**src/rtl/tick_timer_pkg.sv**
```systemverilog
package tick_timer_pkg;

    localparam int TT_CNT_W = 32;
    localparam int TT_PER_W = 28;

    typedef enum logic [1:0] {
        TT_OFF     = 2'b00,
        TT_RESTART = 2'b01,
        TT_ONESHOT = 2'b10,
        TT_CONT    = 2'b11
    } tt_mode_e;

    typedef struct packed {
        tt_mode_e              mode;
        logic                  ie;
        logic                  ip;
        logic [TT_PER_W-1:0]   period;
    } tt_ctrl_t;

    function automatic tt_ctrl_t tt_unpack(input logic [TT_PER_W+3:0] w);
        tt_ctrl_t c;
        c.mode   = tt_mode_e'(w[TT_PER_W+3:TT_PER_W+2]);
        c.ie     = w[TT_PER_W+1];
        c.ip     = w[TT_PER_W];
        c.period = w[TT_PER_W-1:0];
        return c;
    endfunction

endpackage

```
**src/rtl/tt_match.sv**
```systemverilog
module tt_match
    import tick_timer_pkg::*;
#(
    parameter int PER_W = TT_PER_W
) (
    input  logic             step,
    input  logic [PER_W-1:0] low_bits,
    input  logic [PER_W-1:0] period,
    output logic             hit
);
    logic [PER_W-1:0] low_next;

    always_comb begin
        low_next = low_bits + PER_W'(1);
        hit      = step && (low_next == period);
    end
endmodule

```
**src/rtl/tt_counter.sv**
```systemverilog
module tt_counter
    import tick_timer_pkg::*;
#(
    parameter int CNT_W = TT_CNT_W
) (
    input  logic             clk,
    input  logic             rst,
    input  logic             load,
    input  logic [CNT_W-1:0] load_val,
    input  logic             ctrl_load,
    input  logic             step,
    input  logic             hit,
    input  tt_mode_e         mode,
    output logic [CNT_W-1:0] cnt_q,
    output logic             stopped_q
);
    logic [CNT_W-1:0] cnt_d;
    logic             stopped_d;

    always_comb begin
        cnt_d     = cnt_q;
        stopped_d = stopped_q;
        if (load) begin
            cnt_d     = load_val;
            stopped_d = 1'b0;
        end else begin
            if (step) begin
                if (hit && mode == TT_RESTART) cnt_d = '0;
                else                           cnt_d = cnt_q + CNT_W'(1);
            end
            if (ctrl_load)                      stopped_d = 1'b0;
            else if (hit && mode == TT_ONESHOT) stopped_d = 1'b1;
        end
    end

    always_ff @(posedge clk) begin
        if (rst) begin
            cnt_q     <= '0;
            stopped_q <= 1'b0;
        end else begin
            cnt_q     <= cnt_d;
            stopped_q <= stopped_d;
        end
    end
endmodule

```
**src/rtl/tt_ctrl_reg.sv**
```systemverilog
module tt_ctrl_reg
    import tick_timer_pkg::*;
#(
    parameter int PER_W = TT_PER_W,
    localparam int W    = PER_W + 4
) (
    input  logic         clk,
    input  logic         rst,
    input  logic         load,
    input  logic [W-1:0] load_val,
    input  logic         hit,
    output tt_ctrl_t     ctrl_q
);
    tt_ctrl_t wr_c;
    tt_ctrl_t ctrl_d;

    always_comb begin
        wr_c   = tt_unpack(load_val);
        ctrl_d = ctrl_q;
        if (load) begin
            ctrl_d.mode   = wr_c.mode;
            ctrl_d.ie     = wr_c.ie;
            ctrl_d.period = wr_c.period;
            ctrl_d.ip     = ctrl_q.ip & wr_c.ip;
        end
        if (hit && ctrl_q.ie) ctrl_d.ip = 1'b1;
    end

    always_ff @(posedge clk) begin
        if (rst) ctrl_q <= '0;
        else     ctrl_q <= ctrl_d;
    end
endmodule

```
**src/rtl/tick_timer.sv**
```systemverilog
module tick_timer
    import tick_timer_pkg::*;
#(
    parameter int CNT_W  = TT_CNT_W,
    localparam int PER_W = TT_PER_W,
    localparam int CW    = PER_W + 4
) (
    input  logic             clk,
    input  logic             rst,
    input  logic             tick_en,
    input  logic             cnt_wr,
    input  logic             mode_wr,
    input  logic [CNT_W-1:0] wr_data,
    output logic [CNT_W-1:0] count_o,
    output logic [CW-1:0]    mode_o,
    output logic             irq
);
    tt_ctrl_t ctrl;
    logic     stopped;
    logic     step;
    logic     hit;

    assign step = tick_en && (ctrl.mode != TT_OFF) && !stopped;

    tt_match #(.PER_W(PER_W)) u_match (
        .step     (step),
        .low_bits (count_o[PER_W-1:0]),
        .period   (ctrl.period),
        .hit      (hit)
    );

    tt_counter #(.CNT_W(CNT_W)) u_counter (
        .clk       (clk),
        .rst       (rst),
        .load      (cnt_wr),
        .load_val  (wr_data),
        .ctrl_load (mode_wr),
        .step      (step),
        .hit       (hit),
        .mode      (ctrl.mode),
        .cnt_q     (count_o),
        .stopped_q (stopped)
    );

    tt_ctrl_reg #(.PER_W(PER_W)) u_ctrl (
        .clk      (clk),
        .rst      (rst),
        .load     (mode_wr),
        .load_val (wr_data[CW-1:0]),
        .hit      (hit),
        .ctrl_q   (ctrl)
    );

    assign mode_o = ctrl;
    assign irq    = ctrl.ip & ctrl.ie;
endmodule

```
**config.mk**
```make
export PLATFORM = sky130hd
export DESIGN_NAME = tick_timer
export DESIGN_NICKNAME = d
export VERILOG_FILES = /design/src/rtl/tick_timer_pkg.sv /design/src/rtl/tt_match.sv /design/src/rtl/tt_counter.sv /design/src/rtl/tt_ctrl_reg.sv /design/src/rtl/tick_timer.sv
export SDC_FILE = /design/constraint.sdc
export NUM_CORES = 1
export LEC_CHECK = 0
export BUFFER_PORTS_ARGS = -buffer_cell sky130_fd_sc_hd__buf_2
export CAP_MARGIN = 15
export CELL_PAD_IN_SITES_DETAIL_PLACEMENT = 0
export CELL_PAD_IN_SITES_GLOBAL_PLACEMENT = 2
export CORE_MARGIN = 10
export CORE_UTILIZATION = 31
export DETAILED_ROUTE_END_ITERATION = 10
export PLACE_DENSITY = 0.85
export SYNTH_ARGS = -nofsm -noshare
export SYNTH_HDL_FRONTEND = slang
export SYNTH_SLANG_ARGS = --single-unit
```
**constraint.sdc**
```tcl
create_clock -name clk -period 3.8 [get_ports clk]
set_clock_uncertainty 0.05 [all_clocks]
set_input_delay 0.76 -clock clk [delete_from_list [all_inputs] [get_ports clk]]
set_output_delay 0.76 -clock clk [all_outputs]
set_load 0.01 [all_outputs]
```
==> Yosys cells after proc, flatten, opt, wreduce, memory -nomap -nowiden <==
Cells that the tools add are included.
{ "totals": {"word_cells": 29, "in_bits": 37, "out_inout_bits": 65, "regBits": 65} }
{ "classes": {"n_reduce_logical": 11, "n_eq_ne": 3, "bitwise_logic": 2, "add_sub_neg": 2, "mux": 5} }
{ "op_table": {"columns": ["cell", "count"], "rows": [
  ["32-bit two-way mux", 3],
  ["32-bit by 1-bit adder with 32-bit output (second input constant)", 1],
  ["29-bit two-way mux", 1],
  ["28-bit by 1-bit adder with 28-bit output (second input constant)", 1],
  ["28-bit == test", 1],
  ["1-bit logical AND", 6],
  ["2-bit nonzero test", 3],
  ["3-bit OR reduction", 1],
  ["1-bit bitwise AND", 2],
  ["2-bit by 1-bit == test with 1-bit output (second input constant)", 1],
  ["2-bit == test (second input constant)", 1],
  ["1-bit zero test", 1],
  ["1-bit two-way mux", 1]
]} }

==> Logic depth before layout (Yosys ltp) <==
Gate-level depths: netlist (run 1).
{ "depth": {"ltp_word": 8, "mapped_depth": 14, "mapped_depth_nobuf": 10} }

==> Cells and area by module <==
Synthesis (run 1) repeated with hierarchy kept, for this count alone.
{ "unflattened": {"cells_unflattened": 488, "area_unflattened_um2": 4057.6} }
{ "modules_own_cells": {"columns": ["mod", "area_each_um2", "cells_per_inst", "instances"], "rows": [
  ["tt_counter", 1851.8, 235, 1],
  ["tt_ctrl_reg", 1179.9, 106, 1],
  ["tt_match", 1003.5, 144, 1],
  ["tick_timer", 22.5, 3, 1]
]} }

==> Least setup slack after synthesis (run 1) <==
No wires, ideal clock.
{ "synth_timing": {"path_type": "register to register", "startpoint": "register u_counter.cnt_q[0]", "endpoint": "register u_counter.cnt_q[13]", "slack_ps": 577, "setup_ps": 128, "path_stages_with_launch": 15, "required_time_ps": 3622, "arrival_time_ps": 3046, "synth_period_minus_slack_ps": 3223, "cell_sequence": "dfxtp_1 ha_1 buf_2 and4_1 clkbuf_1 nand4_1 nor3_1 xnor2_1 nand4b_1 nor4_1 a21oi_2 buf_6 buf_6 a31oi_1 nor2_1"} }
{ "synth_between": {"elab_chain_cells": 7, "word_cells_on_any_way": 8, "cone_classes": "2 x add/sub; 1 x eq/ne; 3 x mux; 2 x reduce/logical"} }
{ "synth_lines": {"columns": ["item", "line_no", "source"], "rows": [
  ["from (decl)", "tt_counter.sv:14", "output logic [CNT_W-1:0] cnt_q,"],
  ["from (signal assigned)", "tt_counter.sv:41", "cnt_q <= cnt_d;"],
  ["28-bit by 1-bit adder with 28-bit output", "tt_match.sv:14", "low_next = low_bits + PER_W'(1);"],
  ["28-bit == test", "tt_match.sv:15", "hit = step && (low_next == period);"],
  ["1-bit logical AND", "tt_match.sv:15", null],
  ["1-bit logical AND", "tt_counter.sv:28", "if (hit && mode == TT_RESTART) cnt_d = '0;"],
  ["32-bit two-way mux (*)", "tt_counter.sv:28", null],
  ["32-bit two-way mux (*)", "tt_counter.sv:27", "if (step) begin"],
  ["32-bit two-way mux (*)", "tt_counter.sv:23", "if (load) begin"]
]} }
Mark *: on every way between the ends. The rest lies on a longest branch, timed or not. The select of a mux whose other input is x is not followed.
A chain may end at the register's enable or synchronous reset.

==> Final worst setup path (run 1) <==
{ "layout_timing": {"startpoint": "register u_counter.cnt_q[0]", "endpoint": "register u_counter.cnt_q[6]"} }
Same word-level chain as after synthesis.

==> results.json, run 1 <==
{
  "outcome": "complete, no violations",
  "holdWs_ns": 0.457,
  "antenna_left": 0,
  "powerDensity_nw_per_um2": 374,
  "drv_slew": 0,
  "cap_violations": 0,
  "crit_fanout": 10,
  "syn-instance-count": 553,
  "n_fill_cell": 1449,
  "regToRegSetupSlack_ns": 0.31,
  "drc_errors": 0,
  "synth-seq-cells": 65,
  "finalPower_mw": 1.97,
  "ctsRootBufferMaster": "clkbuf_16",
  "crit_slowest_cell": "dfxtp_1",
  "path_cells": "ha_1 -> nand4_1 -> nor4_1 -> xnor2_1 -> a221oi_1 -> o211ai_1 -> nor4_1 -> buf_4 -> a21oi_2 -> buf_4 -> a31oi_1 -> nor2_1",
  "min_period_ns": 3.49,
  "final_cells": 818,
  "rsz0062_at_grt": "no",
  "netlist_top_cells_area": "dfxtp_1 (30%), mux2i_1 (7.1%), xnor2_1 (5.0%), nor2_1 (4.9%), nand2_1 (3.7%)",
  "grt_max_degree": 51,
  "drt-total-wl_mm": 16.1,
  "hold_path.class": "register to register",
  "netlist_area_um2": 4360,
  "max_slew_margin_pct": 30.3,
  "cp-start-kind": "register",
  "setup_tns_ns": 0,
  "postCtsSetupBuffers": 0,
  "place_congestion": 0.945,
  "antennaDiodeCount": 0,
  "synth.distinct_cells": 63,
  "synth_edf_count": 0,
  "cts_tree": "done",
  "power_leakage_nw": 2.21,
  "die_x_um": 139,
  "clockBufferDepth": 2,
  "yosysSeqAreaShare_pct": 29.8,
  "numPortBuffers": 101,
  "synth.top_cell.area_share_pct": 29.8,
  "routedWlPerCell_um": 19.7,
  "fin_crit_sh_pct": 91.7,
  "max_stage_delay_ns": 0.47,
  "hold_viol_final": 0,
  "place.detailed.hpwl_mm": 12.0,
  "first_global_vias": 4497,
  "post-place-ws_ns": 0.346,
  "initial_core_util_pct": 31.6,
  "setup_viol": 0,
  "num_io_pins": 102,
  "syn_avg_cell_area_um2": 7.89,
  "overflow": 0,
  "cts.htree.levels": 3,
  "multi_input_area_um2": 2780,
  "drive_above_1_share_pct": 24.0,
  "ys_warn_count": 0,
  "fmax_mhz": 287,
  "cts-resized-gates": 0,
  "die_y_um": 139,
  "synth_common_cells": "dfxtp_1 (65), nor2_1 (57), nand2_1 (43)",
  "cts_hold_buf": 0,
  "yosysTopAreaCell": "dfxtp_1",
  "die-area_um2": 19200,
  "ff_latch_area_um2": 1300,
  "core-area_um2": 13800,
  "fin_nets": 674,
  "syn_nets": 591,
  "arrival_ns": 3.64,
  "num_vias": 4417,
  "cp-end-kind": "register",
  "num_rows": 43,
  "drt_iter0_drc": 258,
  "placed_cells": 805,
  "ir_drop_uv": 191,
  "dr.pass1.iters": 5,
  "crit_required_ns": 3.96,
  "antenna_found_initial": 0,
  "synth_most_common_cell": "dfxtp_1",
  "clock_latency_ns": 0.35,
  "fin_ws_ns": 0.315,
  "via_per_inst": 5.40,
  "synthFlopType": "dfxtp_1",
  "critPathKind": "register to register",
  "async_flop_share_pct": 0,
  "clock_sinks": 65,
  "numCtsBuffers": 9,
  "worst_pin_slew_ns": 1.05,
  "clk_pin_slew_ns": 0.05,
  "syn2layout_area_growth_pct": 20.8,
  "grt_usage_pct": 16.2,
  "grt_pass1_wl_mm": 25.3
}
## cells by family (layout without fill, tap and decap cells)
kind of cell             Yosys count  in the layout  synth area share [%]
AND/OR/NAND/NOR                  219            219                  27.1
adder cells (fa/ha/maj)            1              1                 0.287
flip-flops                        65             65                  29.8
XOR/XNOR                          38             38                  7.94
buffers and inverters             62            147                  6.59
multiplexers                      34             34                  7.88
AO/OA/AOI/OAI                    134            134                  20.4
## critical path, delay by kind of cell (launching register included)
family	cells	cell delay (ns)
compound gates	4	0.77
xor+xnor	1	0.16
flops	1	0.47
fa+ha+maj	1	0.39
simple gates	4	1.09
buf+inv	2	0.41
## cell type report
class                           count  area share, %
Sequential cell                    65           24.7
Tap cell                          180           4.27
Clock buffer                       13           5.13
Multi-Input combinational cell    426           52.6
Timing Repair Buffer              120           12.3
Inverter                           14          0.997
## cells in the final DEF (no fill, tap or decap), types with 17 or more instances in the layout
| master | count |
|---|---|
| nand2_1 | 43 |
| mux2i_1 | 31 |
| buf_2 | 101 |
| dfxtp_1 | 65 |
| a21oi_1 | 31 |
| nand3_1 | 23 |
| nor3_1 | 17 |
| a31oi_1 | 18 |
| buf_4 | 19 |
| xnor2_1 | 25 |
| o21ai_0 | 32 |
| nor2_1 | 57 |
## stage by stage
stage | utilization (%) | instance area [um2]
after floorplan | - | 4360
after global placement | 36.2 | 5000
after detailed placement | 36.2 | 5000
after CTS | 38.1 | 5270
after global routing | 38.1 | 5270
final | 38.1 | 5270
## per-layer routing
layer	vias to the layer above	track usage [%]	routed length, um
met5	-	0	0
li1	2170	-	-
met3	30	3.29	804
met1	2079	20.6	7560
met2	138	25.4	7290
met4	0	8.02	467
## sequential cells by signal, indices dropped and copies added, names as in the netlist
signal	count
u_counter.stopped_q	1
u_counter.cnt_q	32
u_ctrl.ctrl_q	32
## worst paths after layout
path / start / end / depth (start not counted)
worst min-delay path: u_ctrl.ctrl_q[29] / u_ctrl.ctrl_q[28] / 2
worst max register to register: u_counter.cnt_q[0] / u_counter.cnt_q[6] / 12
worst min register to register: u_ctrl.ctrl_q[29] / u_ctrl.ctrl_q[28] / 2
worst max-delay path: u_counter.cnt_q[0] / u_counter.cnt_q[6] / 12
## report_power, final
part | switching, mW | internal (mW) | leakage [nW]
Sequential | 0.0764 | 0.729 | 0.538
Clock | 0.298 | 0.484 | 0.134
Combinational | 0.218 | 0.165 | 1.54
Total | 0.593 | 1.38 | 2.21
(Power assumes the default switching activity.)
==> inputs of run 2 (changes only) <==
--- a/config.mk
+++ b/config.mk
@@ -9,6 +9,7 @@
 export CAP_MARGIN = 15
 export CELL_PAD_IN_SITES_DETAIL_PLACEMENT = 0
 export CELL_PAD_IN_SITES_GLOBAL_PLACEMENT = 2
+export CORE_ASPECT_RATIO = 0.6
 export CORE_MARGIN = 10
 export CORE_UTILIZATION = 31
 export DETAILED_ROUTE_END_ITERATION = 10
==> run 2 against run 1 <==
- cell area rose by 1.6%
- clock-buffer cell count fell by 1
- critical endpoint unchanged
- clock power is 16% higher
- worst setup slack worse by 0.13 ns
- sequential power is essentially flat
- maximum frequency shrank 3.5%
- die area increased by 0.81%
==> results.json, run 2 (synthesis gave the netlist of run 1 again) <==
{
  "drv_slew": 0,
  "power_frac_comb_pct": 18.6,
  "die_y_um": 112,
  "antenna_left": 0,
  "regToRegSetupSlack_ns": 0.19,
  "place.detailed.hpwl_mm": 12.5,
  "clock_sinks": 65,
  "arrival_ns": 3.76,
  "final_cell_mix": "buf_2 (101), dfxtp_1 (65), nor2_1 (57), nand2_1 (43), o21ai_0 (32)",
  "via_per_inst": 5.39,
  "placed_cells": 821,
  "cts-resized-gates": 0,
  "dr.pass1.iters": 4,
  "grt_max_degree": 51,
  "rsz0062_at_grt": "no",
  "drc_errors": 0,
  "overflow": 0,
  "core-area_um2": 13700,
  "r2r_end": "u_counter.cnt_q[6]",
  "critPathKind": "register to register",
  "crit_required_ns": 3.95,
  "cp-start-kind": "register",
  "numPortBuffers": 101,
  "clockBufferDepth": 2,
  "antenna_found_initial": 0,
  "cts.htree.levels": 3,
  "num_vias": 4502,
  "p_int_mw": 1.48,
  "multi_input_area_um2": 2780,
  "max_slew_margin_pct": 29.2,
  "powerDensity_nw_per_um2": 392,
  "setup_viol": 0,
  "cp-end-kind": "register",
  "die_x_um": 173,
  "place_congestion": 0.865,
  "hold_path.class": "register to register",
  "ir_drop_uv": 208,
  "antennaDiodeCount": 0,
  "n_fill_cell": 1428,
  "min_period_ns": 3.61,
  "fin_nets": 678,
  "cap_violations": 0,
  "layout_commonest_cell": "buf_2",
  "switching_share_pct": 29.3,
  "clock_latency_ns": 0.34,
  "power.switching_uw": 616,
  "cts_tree": "done",
  "fin_crit_sh_pct": 95.1,
  "first_global_vias": 4516,
  "crit_slowest_cell": "dfxtp_1",
  "reg2reg_from": "u_counter.cnt_q[7]",
  "drt_iter0_drc": 430,
  "cts_hold_buf": 0,
  "clk_pin_slew_ns": 0.06,
  "power_leakage_nw": 2.25,
  "crit_start": "u_counter.cnt_q[7]",
  "hold_viol_final": 0,
  "routedWlPerCell_um": 20.1,
  "fmax_mhz": 277,
  "ctsRootBufferMaster": "clkbuf_16",
  "largestRegisters": "u_counter.cnt_q (32), u_ctrl.ctrl_q (32), u_counter.stopped_q (1)",
  "clkPwrFrac_pct": 43.0,
  "die-area_um2": 19400,
  "outcome": "complete, no violations",
  "ff_latch_area_um2": 1300,
  "syn2layout_area_growth_pct": 22.8,
  "grt_pass1_wl_mm": 26.7,
  "ff2ff_path_depth": 11,
  "numCtsBuffers": 9,
  "setup_tns_ns": 0,
  "path_cells": "and4_1 -> a41oi_1 -> a31o_1 -> or4_1 -> nor4_1 -> o311a_2 -> buf_4 -> a21oi_2 -> buf_4 -> a31oi_1 -> nor2_1",
  "cp_common_cell": "buf_4",
  "num_rows": 33,
  "grt_usage_pct": 17.0,
  "setup.worst_path.end": "u_counter.cnt_q[6]",
  "worst_pin_slew_ns": 1.06,
  "initial_core_util_pct": 31.8,
  "final_cells": 836,
  "seqPwrFrac_pct": 38.4,
  "postCtsSetupBuffers": 0,
  "max_stage_delay_ns": 0.54,
  "num_io_pins": 102,
  "crit_fanout": 9,
  "drt-total-wl_mm": 16.8,
  "drive_above_1_share_pct": 24.5
}
run 2: changes by cell type in the layout (fill, tap and decap cells not counted), sizes merged:
cell / delta
buf: +4
bufinv: +2
clkbuf: -1
clkinv: +1
run 2: metrics by stage:
step | util, % | hold WS, ns | area [um2] | total power [mW] | worst slack, ns
floorplan | - | 0.445 | 4360 | 1.05 | 0.577
global placement | 36.8 | 0.418 | 5050 | 1.21 | 0.413
detailed placement | 36.8 | 0.423 | 5050 | 1.21 | 0.282
CTS | 39.1 | 0.430 | 5360 | 2.12 | 0.241
global route | 39.1 | 0.478 | 5360 | 2.19 | 0.0315
finish | 39.1 | 0.429 | 5360 | 2.10 | 0.187
run 2: power groups by stage:
stage	clock network [mW]	logic (mW)	registers (mW)
floorplan	0	0.246	0.806
global placement	0	0.391	0.816
detailed placement	0	0.393	0.819
CTS	0.916	0.395	0.805
global route	0.943	0.431	0.816
finish	0.903	0.392	0.806
run 2: worst min-delay path by stage:
stage | start | endpoint | slack, ns | cells past startpoint
after CTS | u_ctrl.ctrl_q[29] | u_ctrl.ctrl_q[28] | 0.43 | 2
after floorplan | u_ctrl.ctrl_q[29] | u_ctrl.ctrl_q[28] | 0.45 | 2
final | u_ctrl.ctrl_q[29] | u_ctrl.ctrl_q[28] | 0.43 | 2
after global placement | u_ctrl.ctrl_q[29] | u_ctrl.ctrl_q[28] | 0.42 | 2
after global routing | u_ctrl.ctrl_q[29] | u_ctrl.ctrl_q[28] | 0.48 | 2
after detailed placement | u_ctrl.ctrl_q[29] | u_ctrl.ctrl_q[28] | 0.42 | 2
run 2: layout make-up:
cell class	instances	share of cell area, %
Clock buffer	12	4.60
Sequential cell	65	24.3
Multi-Input combinational cell	426	51.8
Tap cell	192	4.48
Clock inverter	3	1.21
Timing Repair Buffer	124	12.7
Inverter	14	0.981
run 2: routing by layer:
layer | global-route usage [%] | share of wire, % | vias to the layer above
met5 | 0 | 0 | -
met4 | 3.60 | 0.74 | 0
met3 | 5.77 | 8.1 | 11
met2 | 23.7 | 40 | 157
met1 | 24.4 | 51 | 2153
li1 | - | - | 2181
run 2: critical path: cells and delay by family (launching register included):
kind	cells	cell delay [ns]
simple gates	4	1.52
compound gates	5	0.98
buf+inv	2	0.37
flops	1	0.54
